**config.mk**
```make
export PLATFORM = sky130hd
export DESIGN_NAME = pwr_reg_engine
export DESIGN_NICKNAME = d
export VERILOG_FILES = /design/src/rtl/pre_pkg.sv /design/src/rtl/pre_decode.sv /design/src/rtl/pre_regfile.sv /design/src/rtl/pwr_reg_engine.sv
export SDC_FILE = /design/constraint.sdc
export NUM_CORES = 2
export LEC_CHECK = 0
export ABC_AREA = 1
export BUFFER_PORTS_ARGS = -buffer_cell sky130_fd_sc_hd__buf_2
export CAP_MARGIN = 20
export CORE_MARGIN = 10
export CORE_UTILIZATION = 30
export CTS_CLUSTER_DIAMETER = 120
export DETAILED_ROUTE_END_ITERATION = 6
export PLACE_DENSITY = 0.46
export SYNTH_ARGS = -nofsm -noshare
export SYNTH_HDL_FRONTEND = slang
export SYNTH_SLANG_ARGS = --single-unit
```
**constraint.sdc**
```tcl
create_clock -name clk -period 5.5 [get_ports clk]
set_clock_uncertainty 0.15 [all_clocks]
set_input_delay 0.55 -clock clk [delete_from_list [all_inputs] [get_ports clk]]
set_output_delay 0.55 -clock clk [all_outputs]
set_load 0.03 [all_outputs]
```
**src/rtl/pre_pkg.sv**
```systemverilog
package pre_pkg;

    localparam logic [7:0] PRE_OPCODE = 8'hFF;

    localparam logic [3:0] PRE_SUB_STORE = 4'd0;
    localparam logic [3:0] PRE_SUB_FETCH = 4'd1;
    localparam logic [3:0] PRE_SUB_MERGE = 4'd2;

    typedef enum logic [1:0] {
        KIND_STORE = 2'd0,
        KIND_FETCH = 2'd1,
        KIND_MERGE = 2'd2,
        KIND_NONE  = 2'd3
    } pre_kind_e;

    typedef enum logic [1:0] {
        ST_IDLE = 2'd0,
        ST_RUN  = 2'd1,
        ST_DONE = 2'd2,
        ST_FAIL = 2'd3
    } pre_state_e;

endpackage

```
**src/rtl/pre_decode.sv**
```systemverilog
module pre_decode
    import pre_pkg::*;
#(
    parameter int MAX_ITEMS = 5,
    parameter int CNT_W     = 3
) (
    input  logic [7:0]       opcode,
    input  logic [3:0]       sub_id,
    input  logic [7:0]       size,
    output logic             req_ok,
    output pre_kind_e        req_kind,
    output logic [CNT_W-1:0] req_count
);

    logic [7:0] items;

    always_comb begin
        req_ok   = 1'b0;
        req_kind = KIND_NONE;
        items    = 8'd0;
        if (opcode == PRE_OPCODE) begin
            unique case (sub_id)
                PRE_SUB_STORE: begin
                    req_kind = KIND_STORE;
                    items    = size / 8'd3;
                    req_ok   = ((size % 8'd3) == 8'd0);
                end
                PRE_SUB_FETCH: begin
                    req_kind = KIND_FETCH;
                    items    = size / 8'd2;
                    req_ok   = ((size % 8'd2) == 8'd0);
                end
                PRE_SUB_MERGE: begin
                    req_kind = KIND_MERGE;
                    items    = 8'd1;
                    req_ok   = (size == 8'd4);
                end
                default: begin
                    req_kind = KIND_NONE;
                    req_ok   = 1'b0;
                end
            endcase
        end
        if (items == 8'd0 || items > 8'(MAX_ITEMS)) begin
            req_ok = 1'b0;
        end
        req_count = req_ok ? items[CNT_W-1:0] : '0;
    end

endmodule

```
**src/rtl/pre_regfile.sv**
```systemverilog
module pre_regfile #(
    parameter int AW = 8,
    parameter int DW = 8
) (
    input  logic          clk,
    input  logic          rst_n,
    input  logic          we,
    input  logic [AW-1:0] addr,
    input  logic [DW-1:0] wdata,
    output logic [DW-1:0] rdata
);

    localparam int DEPTH = 1 << AW;

    logic [DW-1:0] mem [DEPTH];

    always_ff @(posedge clk) begin
        if (!rst_n) begin
            for (int i = 0; i < DEPTH; i++) begin
                mem[i] <= '0;
            end
        end else if (we) begin
            mem[addr] <= wdata;
        end
    end

    assign rdata = mem[addr];

endmodule

```
**src/rtl/pwr_reg_engine.sv**
```systemverilog
module pwr_reg_engine
    import pre_pkg::*;
#(
    parameter int PAY_BYTES  = 20,
    parameter int RESP_BYTES = 16,
    parameter int MAX_ITEMS  = 5,
    parameter int AW         = 8
) (
    input  logic                    clk,
    input  logic                    rst_n,
    input  logic                    start,
    input  logic [7:0]              opcode,
    input  logic [3:0]              sub_id,
    input  logic [7:0]              size,
    input  logic [PAY_BYTES*8-1:0]  payload,
    output logic                    busy,
    output logic                    done,
    output logic                    error,
    output logic [RESP_BYTES*8-1:0] resp
);

    localparam int CNT_W = $clog2(MAX_ITEMS + 1);
    localparam int PIW   = $clog2(PAY_BYTES);
    localparam int RIW   = $clog2(RESP_BYTES);

    pre_state_e       state_q, state_d;
    pre_kind_e        kind_q;
    logic [CNT_W-1:0] cnt_q, idx_q;
    logic [7:0]       pl_q   [PAY_BYTES];
    logic [7:0]       resp_q [RESP_BYTES];

    logic             dec_ok;
    pre_kind_e        dec_kind;
    logic [CNT_W-1:0] dec_cnt;
    logic             accept;
    logic             last_item;

    logic [PIW-1:0]   a_lo, a_hi, d_idx;
    logic [15:0]      item_addr;
    logic [7:0]       item_data;
    logic [7:0]       rf_rdata, rf_wdata;
    logic             rf_we;

    pre_decode #(
        .MAX_ITEMS (MAX_ITEMS),
        .CNT_W     (CNT_W)
    ) u_decode (
        .opcode    (opcode),
        .sub_id    (sub_id),
        .size      (size),
        .req_ok    (dec_ok),
        .req_kind  (dec_kind),
        .req_count (dec_cnt)
    );

    assign accept    = (state_q == ST_IDLE) && start;
    assign last_item = (idx_q == cnt_q - CNT_W'(1));

    // item field selection from the captured payload
    always_comb begin
        a_lo      = PIW'({idx_q, 1'b0});
        a_hi      = a_lo + PIW'(1);
        d_idx     = PIW'({cnt_q, 1'b0}) + PIW'(idx_q);
        item_addr = {pl_q[a_hi], pl_q[a_lo]};
        item_data = pl_q[d_idx];
    end

    always_comb begin
        rf_we    = (state_q == ST_RUN) && (kind_q != KIND_FETCH);
        rf_wdata = item_data;
        if (kind_q == KIND_MERGE) begin
            rf_wdata = (rf_rdata & ~pl_q[3]) | (pl_q[2] & pl_q[3]);
        end
    end

    pre_regfile #(
        .AW (AW),
        .DW (8)
    ) u_regs (
        .clk   (clk),
        .rst_n (rst_n),
        .we    (rf_we),
        .addr  (item_addr[AW-1:0]),
        .wdata (rf_wdata),
        .rdata (rf_rdata)
    );

    // state register
    always_ff @(posedge clk) begin
        if (!rst_n) begin
            state_q <= ST_IDLE;
        end else begin
            state_q <= state_d;
        end
    end

    // next-state logic
    always_comb begin
        state_d = state_q;
        unique case (state_q)
            ST_IDLE: if (accept) state_d = dec_ok ? ST_RUN : ST_FAIL;
            ST_RUN:  if (last_item) state_d = ST_DONE;
            ST_DONE: state_d = ST_IDLE;
            ST_FAIL: state_d = ST_IDLE;
        endcase
    end

    // request capture and item datapath
    always_ff @(posedge clk) begin
        if (!rst_n) begin
            kind_q <= KIND_NONE;
            cnt_q  <= '0;
            idx_q  <= '0;
            for (int i = 0; i < PAY_BYTES; i++) pl_q[i] <= '0;
            for (int i = 0; i < RESP_BYTES; i++) resp_q[i] <= '0;
        end else if (accept) begin
            kind_q <= dec_kind;
            cnt_q  <= dec_cnt;
            idx_q  <= '0;
            for (int i = 0; i < PAY_BYTES; i++) pl_q[i] <= payload[8*i +: 8];
            if (dec_ok) begin
                for (int i = 0; i < RESP_BYTES; i++) resp_q[i] <= '0;
            end
        end else if (state_q == ST_RUN) begin
            idx_q <= idx_q + CNT_W'(1);
            if (kind_q == KIND_FETCH) begin
                resp_q[RIW'(idx_q)] <= rf_rdata;
            end
        end
    end

    // outputs
    always_comb begin
        busy  = (state_q != ST_IDLE);
        done  = (state_q == ST_DONE) || (state_q == ST_FAIL);
        error = (state_q == ST_FAIL);
        for (int i = 0; i < RESP_BYTES; i++) resp[8*i +: 8] = resp_q[i];
    end

endmodule

```
**Word level (Yosys, flattened, before mapping)**

Memories as Yosys holds them, arrays and structs flattened. A register that Yosys moved wholly into a read port is not among the register bits.
Cells that the tools add are included.

- Equal/unequal tests: 13
- Divide/modulo/power cells: 2
- Reductions and logical operators: 15
- Multiply operators: 0
- Shift operators: 0
- Bitwise operators: 41
- Multiplexer cells: 73
- Add/subtract/negate cells: 3
- Order comparisons: 1

Operators by type and width:

| kind | number |
|---|---|
| $mux W8 | 41 |
| $or A1 B1 Y1 | 36 |
| $logic_not A8 Y1 | 3 |
| $pmux W8 S3 | 1 |
| $mux W1 | 20 |
| $and A8 B8 Y8 | 2 |
| $reduce_or A8 Y1 | 2 |
| $pmux W2 S3 | 2 |
| $mux W5 | 2 |
| $div A8 B2 Y8 const B | 1 |
| $eq A8 B3 Y1 const B | 1 |
| $eq A8 B8 Y1 const B | 1 |
| $gt A8 B3 Y1 const B | 1 |
| $mod A8 B2 Y8 const B | 1 |
| $mux W2 | 4 |
| $not A8 Y8 | 1 |
| $or A8 B8 Y8 | 1 |
| $eq A2 B2 Y1 const B | 3 |
| $add A4 B3 Y5 | 1 |
| $eq A2 B1 Y1 const B | 2 |
| $eq A4 B1 Y1 const B | 1 |
| $eq A4 B2 Y1 const B | 1 |
| $logic_not A4 Y1 | 1 |
| $mux W4 | 1 |
| other kinds (14) | 18 |

- Bits in registers: 10
- Bits in read-only memories: 0
- Logic and storage cells: 155
- Input port bits: 183
- Output and inout bits: 131
- Memory bits (writable): 2336
- Memories kept: 3
- Latch bits: 0

Memories:

| name | depth | width | rd ports | clocked after memory_dff | wr ports | RTL line | RTL |
|---|---|---|---|---|---|---|---|
| u_regs.mem | 256 | 8 | 1 | 0 | 256 | pre_regfile.sv:15 | `logic [DW-1:0] mem [DEPTH];` |
| pl_q | 20 | 8 | 4 | 1 | 20 | pwr_reg_engine.sv:29 | `logic [7:0] pl_q [PAY_BYTES];` |
| resp_q | 16 | 8 | 16 | 0 | 16 | pwr_reg_engine.sv:30 | `logic [7:0] resp_q [RESP_BYTES];` |

**Longest topological paths before layout**

- Depth in word-level cells: 12
- Depth in mapped cells: 27
- Mapped depth without buffers: 27

**By module**

Synthesis repeated with hierarchy kept, for this count alone.

- Cells, all modules: 12066
- Area, all modules: 107097.7 um^2

Modules (own cells, without submodules):

| module | sequential area each (um^2) | area each (um^2) | instances | cells an instance |
|---|---|---|---|---|
| pre_regfile | 61499.0 | 94375.5 | 1 | 10561 |
| pwr_reg_engine | 6986.7 | 12016.5 | 1 | 1378 |
| pre_decode | 0.0 | 705.7 | 1 | 127 |

**Worst setup path before layout**

Ideal clock, no wire load.

- Path kind: register to register
- Start point: register state_q[1]
- End point: memory pl_q[0][0] (enable)
- Period minus slack after synthesis: 4.805 ns
- Data arrival time: 4.140 ns
- Slack: 0.695 ns
- Required time: 4.835 ns
- Buffers on the path: 0
- Library setup time: 0.515 ns
- Stages on the path, launching flop included: 6
- Cells stage by stage: dfxtp_1 -> nor2_1 -> inv_1 -> nor2_1 -> nor2_1 -> inv_1

RTL lines:

| element | RTL line | RTL |
|---|---|---|
| from (decl) | pwr_reg_engine.sv:26 | `pre_state_e state_q, state_d;` |
| from (signal assigned) | pwr_reg_engine.sv:93 | `state_q <= state_d;` |
| to (decl) | pwr_reg_engine.sv:29 |  |

==> impl_summary.txt <==
----------------------------------------------------
[Status]
  Outcome ... finished clean

[Die]
  Starting Density ... 30.16%
  Vertical extent of the die ... 613.2 um
  Std-Cell Core Area ... 0.3500 sq mm
  Count of boundary I/O pins ... 314
  Die X-Extent ... 613.2 um
  Number of rows created at floorplan ... 217
  Area of the die ... 0.3760 sq mm

[STA]
  Final hold violations ... 0
  Total of endpoints with negative setup slack in the final report ... 0
  Final-layout setup total negative slack ... 0 ps
  Worst-Margin Slew ... 1153 ps
  Post-layout minimum cycle time ... ~5300 ps
  Slew headroom ... 23.15%
  Crit share post-route ... 97.05%
  Setup repair after global routing missed its margin ... false
  Highest attainable clock frequency ... 0.1873 GHz
  Max-slew violation count ... 0

[CTS]
  CTS root buf ... clkbuf_16
  Clock Path Buffers ... 4
  TritonCTS clock tree ... yes
  Clock sink total ... 2285
  Clock Latency Late Sink ... roughly 930 ps
  CTS Buf Count ... 268
  Clock-pin slew on the worst setup and hold paths ... 60 ps
  Clock H-tree levels ... 5

[Setup path]
  Maximum fanout encountered on the critical timing path ... 36
  Arr. time, crit path ... ~5900 ps
  Critical path class ... reg -> reg
  Nature of the critical path startpoint ... flip-flop
  Worst Path Required ... between 6000 and 7000 ps
  Kind of end point of the critical path ... flip-flop

[Yosys]
  Leading cell types by total area after synthesis ... edfxtp_1 (65%), nand2_1 (12%), a21oi_1 (10%)
  Mean instance size in the synthesized netlist ... between 10 and 15 sq um
  Synth Warn # ... 0
  Share of synthesized area occupied by flip-flops and latches ... 64.87%
  Number of library cell types mapped by synthesis ... 45
  Portion of synthesized cell area occupied by the leading cell type ... ~65%
  Post-synthesis cell area ... 0.1056 sq mm
  Cell count after synthesis ... 10420
  Register bit count reported by yosys ... approximately 2300
  Post-synthesis cell type with the largest combined area ... edfxtp_1

[Detailed routing]
  Per-cell via count in the routed design ... approximately 5.5
  Router iterations before antenna repair ... 6
  Mean routed wirelength per cell ... 27.06 um
  Wirelength, routed ... 419.3 mm
  Number of remaining DRC errors ... 0
  Antenna viol nets, final ... 0
  Vias ... 84720
  Detailed router's first-iteration violation count ... slightly below 10000

[Global routing]
  Global routing usage summed across all routing layers ... 21.32%
  Via count of the first global-routing pass ... between 80000 and 90000
  Global-route wire length before repair ... 600.9 mm
  Antenna violations before repair ... 10
  Remaining Overflow, GRT ... 0
  Maximum number of pins on one net before global-route repair ... 133

[Flow run]
  Max-cap check violation count ... 0

[Hold path]
  Path class of the lowest-slack min-delay path ... in -> reg
  Hold Startpoint ... opcode[0]

[Pwr]
  Power density over the cells ... roughly 370 mW/mm^2
  Worst vdd ir ... 0.2513 mV
  Lkg Pwr ... 46.01 nW

[Cells and area]
  Util after Layout ... 35.40%
  Synthesis-to-layout area growth ... 17.36%
  Most common cell after layout, fill and taps aside ... nand2_1
  Commonest cells after routing, fill and taps aside ... nand2_1 (3307), edfxtp_1 (2272), a21oi_1 (2168)
  Final-stage net count ... 10890
  Fraction of layout cells with a size suffix above 1 ... between 10% and 20%

[Place]
  Estimated wirelength of the detail-placed design ... approximately 260 mm
  Number of input and output port buffers inserted ... 249
  Final weighted congestion in routability-driven placement ... 0.8649

----------------------------------------------------
layer usage:
metal	share of wire, %	global-route usage [%]
met5	0.0048	0
met4	3.4	6.846
met3	8.1	3.717
met2	47	34.76
met1	42	28.89
per-stage QoR:
| step | hold WS, ps | std cells | worst slack [ps] | power, mW | area [sq um] |
|---|---|---|---|---|---|
| global route | 110.0 | 15490 | 71.27 | 47.24 | 123900 |
| global placement | 352.8 | 14830 | 167.0 | 28.38 | 113600 |
| detailed placement | 359.8 | 14830 | 188.2 | 28.38 | 113600 |
| finish | 69.75 | 15500 | 162.0 | 45.92 | 123900 |
| CTS | 1.762 | 15490 | 86.16 | 46.03 | 123900 |
| floorplan | 310.8 | 10490 | 694.9 | 24.38 | 105800 |
logic make-up (layout without fill, tap and decap cells):
logic type | count (synthesis) | after routing | share of synthesized area, %
buffers and inverters | 1227 | 1634 | 5.540
DFF | 2285 | 2285 | 64.87
muxes | 1 | 1 | 0.009482
AOI/OAI and AO/OA | 2604 | 2604 | 12.87
and+or+nand+nor | 4291 | 4291 | 16.53
other | 1 | 68 | 0.003552
adders and majority gates | 12 | 12 | 0.1493
xor gates and xnor gates | 3 | 3 | 0.02489
synth_stat cells, drive strengths merged:
| library cell | instances |
|---|---|
| nand2 | 3318 |
| edfxtp | 2272 |
| a21oi | 2168 |
| buf | 533 |
| nor2 | 455 |
| nand4 | 410 |
| clkbuf | 404 |
| inv | 290 |
| o21ai | 233 |
| a22oi | 145 |
| nand3 | 87 |
| o211ai | 42 |
| dfxtp | 13 |
| ha | 11 |
| nor3 | 10 |
| nor4 | 8 |
| o22ai | 8 |
| xnor2 | 3 |
| o21bai | 2 |
| a211oi | 1 |
| a21o | 1 |
| a31oi | 1 |
| a32oi | 1 |
| conb | 1 |
| fa | 1 |
| mux2i | 1 |
| nand3b | 1 |
| nor3b | 1 |
| o2111ai | 1 |
| o221ai | 1 |
| or2 | 1 |
worst paths after layout:
kind	to	slack, ps	cells past startpoint
max	u_regs.mem[231][0]	160	22
min	cnt_q[2]	70	7
max reg2reg	u_regs.mem[231][0]	160	22
min reg2reg	cnt_q[0]	370	2
what timing repair did:
item	CTS	global route
hold buffers	185	0
setup endpoints to repair	0	100
endpoints found under the hold margin	167	0
buffers inserted	0	0
gates resized for setup	0	2
critical path: stages (launching register included):
cell and delay [ps]:
dfxtp_2 480, inv_2 90, buf_4 240, a21oi_1 140, o21ai_1 90, nand2_1 100
inv_1 60, o21ai_2 470, inv_2 140, nor2_4 310, inv_2 130, nor2_2 610
nand2_1 380, nand2_1 270, nor2_1 70, buf_4 150, nand2_1 130, nor2_4 60
nand2_1 170, nand2_8 130, buf_12 230, buf_12 170, a21oi_1 240
cell type report:
class / count / area (sq um)
Fill cell: 35160 / 226100
Clock buffer: 331 / 7091
Multi-Input combinational cell: 6975 / 31760
Timing Repair Buffer: 870 / 8328
Antenna cell: 4 / 10.01
Clock inverter: 143 / 1353
Tap cell: 4599 / 5754
Inverter: 290 / 1112
Sequential cell: 2285 / 68490
where the power goes:
part,switching (mW),leakage (nW),internal [mW]
combinational,6.31,18.3,1.86
sequential,0.235,23.6,19.8
clock,7.56,4.12,10.1
registers in the layout (all words and copies together) (netlist names), named ones only:
register	cells
cnt_q	3
idx_q	3
kind_q	2
pl_q	160
resp_q	64
state_q	2
u_regs.mem	2048
Note: power is estimated with default switching activity, not from simulation.
